<file path="src/rtl/lsrx_pkg.sv">
package lsrx_pkg;

  // Line codes as {D+, D-}
  localparam logic [1:0] LINE_J   = 2'b01;
  localparam logic [1:0] LINE_K   = 2'b10;
  localparam logic [1:0] LINE_SE0 = 2'b00;

  typedef enum logic [1:0] {
    ST_HUNT = 2'd0,
    ST_SYNC = 2'd1,
    ST_RECV = 2'd2
  } rx_state_e;

  function automatic logic is_j(input logic [1:0] ln);
    return ln == LINE_J;
  endfunction

  function automatic logic is_k(input logic [1:0] ln);
    return ln == LINE_K;
  endfunction

  function automatic logic is_se0(input logic [1:0] ln);
    return ln == LINE_SE0;
  endfunction

  // NRZI: an unchanged level is a one
  function automatic logic nrzi_bit(input logic lvl, input logic prev);
    return ~(lvl ^ prev);
  endfunction

endpackage

</file>
<file path="src/rtl/lsrx_bit_timer.sv">
module lsrx_bit_timer #(
  parameter int CLKS_PER_BIT = 10
) (
  input  logic clk,
  input  logic rst_n,
  input  logic restart,
  input  logic run,
  output logic strobe
);
  localparam int CW   = (CLKS_PER_BIT > 1) ? $clog2(CLKS_PER_BIT) : 1;
  localparam int HALF = CLKS_PER_BIT / 2;

  logic [CW-1:0] cnt_q;

  assign strobe = run && !restart && (cnt_q == '0);

  always_ff @(posedge clk) begin
    if (!rst_n) begin
      cnt_q <= '0;
    end else if (restart) begin
      cnt_q <= CW'(HALF - 1);
    end else if (run) begin
      cnt_q <= (cnt_q == '0) ? CW'(CLKS_PER_BIT - 1) : cnt_q - 1'b1;
    end
  end
endmodule

</file>
<file path="src/rtl/lsrx_unstuff.sv">
module lsrx_unstuff #(
  parameter int STUFF_RUN = 6
) (
  input  logic clk,
  input  logic rst_n,
  input  logic clear,
  input  logic bit_en,
  input  logic lvl,
  output logic data_en,
  output logic data_bit
);
  localparam int OW = $clog2(STUFF_RUN + 1);

  logic          prev_q;
  logic [OW-1:0] ones_q;
  logic          stuffed;

  assign data_bit = lsrx_pkg::nrzi_bit(lvl, prev_q);
  assign stuffed  = (ones_q == OW'(STUFF_RUN));
  assign data_en  = bit_en && !stuffed;

  always_ff @(posedge clk) begin
    if (!rst_n || clear) begin
      prev_q <= 1'b0;   // last sync bit is K: D- low
      ones_q <= '0;
    end else if (bit_en) begin
      prev_q <= lvl;
      if (stuffed || !data_bit) ones_q <= '0;
      else                      ones_q <= ones_q + 1'b1;
    end
  end
endmodule

</file>
<file path="src/rtl/lsrx_assembler.sv">
module lsrx_assembler #(
  parameter int BYTE_W = 8
) (
  input  logic                       clk,
  input  logic                       rst_n,
  input  logic                       clear,
  input  logic                       shift_en,
  input  logic                       din,
  output logic [$clog2(BYTE_W)-1:0]  pos,
  output logic                       last_bit,
  output logic [BYTE_W-1:0]          byte_nxt
);
  localparam int PW = $clog2(BYTE_W);

  logic [BYTE_W-1:0] sh_q;
  logic [PW-1:0]     pos_q;

  assign pos      = pos_q;
  assign last_bit = (pos_q == PW'(BYTE_W - 1));
  assign byte_nxt = {din, sh_q[BYTE_W-1:1]};

  always_ff @(posedge clk) begin
    if (!rst_n || clear) begin
      sh_q  <= '0;
      pos_q <= '0;
    end else if (shift_en) begin
      sh_q  <= byte_nxt;
      pos_q <= pos_q + 1'b1;
    end
  end
endmodule

</file>
<file path="src/rtl/lowspeed_rx.sv">
module lowspeed_rx #(
  parameter int CLKS_PER_BIT  = 10,
  parameter int BUF_DEPTH     = 11,
  parameter int SYNC_TMO_BITS = 4,
  parameter int STUFF_RUN     = 6
) (
  input  logic                           clk,
  input  logic                           rst_n,
  input  logic                           line_dp,
  input  logic                           line_dm,
  output logic                           byte_vld,
  output logic [7:0]                     byte_data,
  output logic [$clog2(BUF_DEPTH+1)-1:0] byte_idx,
  output logic                           pkt_end,
  output logic [$clog2(BUF_DEPTH+1)-1:0] pkt_count,
  output logic                           ovf_err
);
  import lsrx_pkg::*;

  localparam int CW = $clog2(BUF_DEPTH + 1);
  localparam int TW = $clog2(SYNC_TMO_BITS + 1);
  localparam int PW = 3;

  rx_state_e     st_q;
  logic [1:0]    line_q;
  logic [1:0]    cur;
  logic          kseen_q;
  logic [TW-1:0] tmo_q;
  logic [CW-1:0] cnt_q;

  // named internal events
  logic          edge_jk, restart, run, bit_strobe;
  logic          in_recv, sync_strobe, recv_strobe;
  logic          sync_done, sync_abort;
  logic          end_evt, feed, data_en, data_bit;
  logic          last_bit, cnt_full, byte_evt, ovf_evt;
  logic [PW-1:0] bit_pos;
  logic [7:0]    byte_nxt;

  assign cur         = {line_dp, line_dm};
  assign edge_jk     = is_j(line_q) && is_k(cur);
  assign in_recv     = (st_q == ST_RECV);
  assign restart     = !in_recv && edge_jk;
  assign run         = (st_q != ST_HUNT);
  assign sync_strobe = bit_strobe && (st_q == ST_SYNC);
  assign recv_strobe = bit_strobe && in_recv;
  assign sync_done   = sync_strobe && is_k(cur) && kseen_q;
  assign sync_abort  = sync_strobe && !sync_done &&
                       (is_se0(cur) || tmo_q == TW'(SYNC_TMO_BITS - 1));
  assign end_evt     = recv_strobe && is_se0(cur) && (bit_pos != '0);
  assign feed        = recv_strobe && !end_evt;
  assign cnt_full    = (cnt_q == CW'(BUF_DEPTH));
  assign byte_evt    = data_en && last_bit && !cnt_full;
  assign ovf_evt     = data_en && last_bit && cnt_full;

  lsrx_bit_timer #(.CLKS_PER_BIT(CLKS_PER_BIT)) u_timer (
    .clk     (clk),
    .rst_n   (rst_n),
    .restart (restart),
    .run     (run),
    .strobe  (bit_strobe)
  );

  lsrx_unstuff #(.STUFF_RUN(STUFF_RUN)) u_unstuff (
    .clk      (clk),
    .rst_n    (rst_n),
    .clear    (sync_done),
    .bit_en   (feed),
    .lvl      (line_dm),
    .data_en  (data_en),
    .data_bit (data_bit)
  );

  lsrx_assembler #(.BYTE_W(8)) u_asm (
    .clk      (clk),
    .rst_n    (rst_n),
    .clear    (sync_done),
    .shift_en (data_en),
    .din      (data_bit),
    .pos      (bit_pos),
    .last_bit (last_bit),
    .byte_nxt (byte_nxt)
  );

  always_ff @(posedge clk) begin
    if (!rst_n) begin
      st_q    <= ST_HUNT;
      line_q  <= LINE_J;
      kseen_q <= 1'b0;
      tmo_q   <= '0;
      cnt_q   <= '0;
    end else begin
      line_q <= cur;
      unique case (st_q)
        ST_HUNT: begin
          if (edge_jk) st_q <= ST_SYNC;
          kseen_q <= 1'b0;
          tmo_q   <= '0;
        end
        ST_SYNC: begin
          if (edge_jk) begin
            kseen_q <= 1'b0;
            tmo_q   <= '0;
          end else if (sync_done) begin
            st_q <= ST_RECV;
          end else if (sync_abort) begin
            st_q <= ST_HUNT;
          end else if (sync_strobe) begin
            kseen_q <= is_k(cur);
            tmo_q   <= tmo_q + 1'b1;
          end
        end
        ST_RECV: begin
          if (end_evt || ovf_evt) st_q <= ST_HUNT;
        end
        default: st_q <= ST_HUNT;
      endcase
      if (sync_done)     cnt_q <= '0;
      else if (byte_evt) cnt_q <= cnt_q + 1'b1;
    end
  end

  always_ff @(posedge clk) begin
    if (!rst_n) begin
      byte_vld  <= 1'b0;
      byte_data <= '0;
      byte_idx  <= '0;
      pkt_end   <= 1'b0;
      pkt_count <= '0;
      ovf_err   <= 1'b0;
    end else begin
      byte_vld <= byte_evt;
      pkt_end  <= end_evt;
      ovf_err  <= ovf_evt;
      if (byte_evt) begin
        byte_data <= byte_nxt;
        byte_idx  <= cnt_q;
      end
      if (end_evt) pkt_count <= cnt_q;
    end
  end
endmodule

</file>
<file path="config.mk">
export PLATFORM = sky130hd
export DESIGN_NAME = lowspeed_rx
export DESIGN_NICKNAME = d
export VERILOG_FILES = /design/src/rtl/lsrx_pkg.sv /design/src/rtl/lsrx_bit_timer.sv /design/src/rtl/lsrx_unstuff.sv /design/src/rtl/lsrx_assembler.sv /design/src/rtl/lowspeed_rx.sv
export SDC_FILE = /design/constraint.sdc
export NUM_CORES = 1
export LEC_CHECK = 0
export CAP_MARGIN = 5
export CORE_AREA = 2 2 68 70
export DETAILED_ROUTE_END_ITERATION = 16
export DIE_AREA = 0 0 70 72
export PLACE_DENSITY = 0.82
export SYNTH_ARGS = -nofsm -noshare
export SYNTH_HDL_FRONTEND = slang
export SYNTH_SLANG_ARGS = --single-unit
</file>
<file path="constraint.sdc">
create_clock -name clk -period 2 [get_ports clk]
set_input_delay 0.2 -clock clk [delete_from_list [all_inputs] [get_ports clk]]
set_output_delay 0.2 -clock clk [all_outputs]
set_load 0.02 [all_outputs]
</file>
==> flow_summary.toml <==
[clock_tree]
insertion_delay_ns = 0.30
clock-sinks = 49
htree_levels = 2
cts_tree = "yes"
post_cts_buffers = 0
holdBufCountCts = 0
ctsLongestPathBuffers = 2
numCtsBuffers = 5
clk_pin_slew_ns = 0.08
root_buffer = "clkbuf_8"

[worst_setup_path]
worstPathMaxFanout = 9
endpoint_kind = "register"
arrival_ns = 2.14
path_class = "reg -> reg"
critPathLaunchType = "register"
worstPathRequired_ns = 2.23

[global_route]
busiest_layer = "met2"
track_usage = 0.178
met2_usage = 0.299
grt_pass1_wl_mm = 7.27
grt_pass1_vias = 1664
grt_overflow = 0
grt_max_degree = 19
gr-usage-met3 = 0.0403
antenna_found_initial = 0
grtUsageMet1 = 0.221

[sta]
fin_crit_sh = 0.954
tightestPinTransition_ns = 0.356
setup_viol = 0
rsz0062_at_grt = "no"
hold_viol_final = 0
timing.slew.headroom = 0.762
fin_ws_ns = 0.0925
fmax_mhz = 524
skew_ns = 0.00715
period_needed_ns = 1.91
setup_tns_ns = 0
slew_violations = 0

[power]
clkPwrFrac = 0.388
seq_power_share = 0.549
swShare = 0.218
combPwrFrac = 0.063
internal_power_uw = 1410
p_switching_uw = 392
ir_drop_mv = 0.267
p_per_area_mw_per_mm2 = 687
p_leak_uw = 0.000958

[synthesis]
synthDistinctLibCells = 41
syn_nets = 245
avgSynthCellArea_um2 = 9.01
ys_top_cells_by_area = "dfxtp_1, mux2i_1, a21oi_1, ha_1, o21ai_0"
synth_ff_type = "dfxtp_1"
ys.warnings.count = 0
ys_seq_elements = 49
yosysMostFrequentCell = "dfxtp_1"
synth_area_leader_cell = "dfxtp_1"
ys_seq_area_frac = 0.468
synth-async-reset-ratio = 0
synth_cells = 233
synthDominantCellAreaShare = 0.468
synth_area_mm2 = 0.00210
ys_top_cells_by_count = "dfxtp_1, a21oi_1, nor2_1"
synth_edf_count = 0

[floorplan]
die_w_um = 70
start_util = 0.492
core_mm2 = 0.00426
io_pins = 23
design.die.area_mm2 = 0.00504
fp-row-count = 24
die_h_um = 72

[detailed_routing]
drtAntennaViolNets = 0
wl_per_cell_um = 13.1
vias = 1755
drt_iter0_markers = 104
routed_wl_mm = 4.24
drtPass1Iterations = 4
drc = 0
via_per_inst = 5.43

[final_layout]
num_antenna_cells = 0
final.fill_count = 372
stdcell_count = 323
post-route-util = 0.616
syn_to_final_growth_pct = 25.2
fin_nets = 282
layout-drive-gt1-share = 0.133

[min_path]
hp-class = "reg -> reg"

[job]
drv_cap = 0

[outcome]
outcome = "finished clean"

[place]
dp_slack_ns = 0.00853
place_congestion = 0.776
dpl.hpwl_mm = 2.97
post-place-cells = 315
portBuffers = 22
-- worst paths after layout --
kind	to	depth (start not counted)	slack, ns	startpoint
setup / recovery	cnt_q[2]	4	0.09	u_timer.cnt_q[2]
hold / removal	u_unstuff.prev_q	2	0.47	u_unstuff.prev_q
setup reg to reg	cnt_q[2]	4	0.09	u_timer.cnt_q[2]
hold reg to reg	u_unstuff.prev_q	2	0.47	u_unstuff.prev_q
-- layer usage --
| metal | share of wire | wire, µm |
|---|---|---|
| met1 | 0.47 | 2010 |
| met2 | 0.48 | 2030 |
| met3 | 0.037 | 156 |
| met5 | 0 | 0 |
| met4 | 0.011 | 46 |
-- power groups by stage --
stage	combinational, µW	sequential [µW]	clock (µW)
finish	113	989	700
global route	123	991	755
CTS	110	989	714
detailed placement	106	1010	0
global placement	104	1010	0
floorplan	60.6	1010	0
-- logic make-up after synthesis --
group,count (synthesis),synth area share
simple gates,83,0.203
mux,14,0.0668
flops,49,0.468
xor+xnor,4,0.0167
compound gates,57,0.163
buf+inv,18,0.0352
fa+ha+maj,8,0.0477
-- repair_timing --
| action | CTS | global route |
|---|---|---|
| pin swaps | 0 | 1 |
| gates resized for setup | 3 | 2 |
| endpoints found under the setup margin | 2 | 11 |
-- layout by cell type (no fill, tap or decap), drive strengths merged --
master / netlist / layout
o2bb2ai: 1 / 1
nand4: 2 / 2
nand3: 15 / 15
inv: 6 / 6
nand4bb: 1 / 1
nor2b: 3 / 3
clkdlybuf4s50: 0 / 22
or4: 3 / 3
o22ai: 3 / 3
nor4b: 1 / 1
nand2: 16 / 16
xor2: 2 / 2
ha: 8 / 8
a211o: 1 / 1
o31ai: 2 / 2
a21bo: 1 / 1
and2: 2 / 2
nor4: 2 / 2
xnor2: 2 / 2
nand3b: 3 / 3
clkinv: 0 / 1
nand4b: 2 / 2
a21oi: 24 / 24
bufinv: 0 / 1
nor2: 20 / 20
nor3: 4 / 4
dfxtp: 49 / 49
or2: 1 / 1
buf: 3 / 20
or3: 2 / 2
mux2i: 14 / 14
o32ai: 1 / 1
clkbuf: 9 / 6
o21ai: 18 / 18
nand2b: 6 / 6
a211oi: 2 / 2
a2111oi: 2 / 2
o221a: 1 / 1
o21a: 1 / 1
-- metrics by stage --
stage	hold slack [ns]	instance area [µm²]	power (µW)
after detailed placement	0.460	2490	1120
after global routing	0.497	2630	1870
after CTS	0.472	2620	1810
final	0.469	2630	1800
after global placement	0.456	2490	1120
after floorplan	0.307	2100	1070
-- state kept, by name (all words and copies together) (netlist names) --
| name | flops |
|---|---|
| byte_vld | 1 |
| cnt_q | 4 |
| kseen_q | 1 |
| byte_idx | 4 |
| u_asm.sh_q | 7 |
| tmo_q | 3 |
| pkt_end | 1 |
| u_unstuff.prev_q | 1 |
| line_q | 2 |
| byte_data | 8 |
| pkt_count | 4 |
| u_asm.pos | 3 |
| ovf_err | 1 |
| u_timer.cnt_q | 4 |
| st_q | 2 |
| u_unstuff.ones_q | 3 |
-- area by class of cell --
type / count / area (µm²) / share of cell area
Multi-Input combinational cell: 166 / 1060 / 0.404
Sequential cell: 49 / 982 / 0.374
Timing Repair Buffer: 42 / 383 / 0.146
Clock buffer: 6 / 72.6 / 0.0276
Tap cell: 52 / 65.1 / 0.0248
Clock inverter: 2 / 38.8 / 0.0148
Inverter: 6 / 22.5 / 0.00858
-- worst max-delay path, cell delays in order, from the launching register on --
cell,delay [ns]
dfxtp_1,0.32
or4_4,0.57
a211o_4,0.33
or4_1,0.47
a21oi_1,0.16
(Power assumes the default switching activity.)
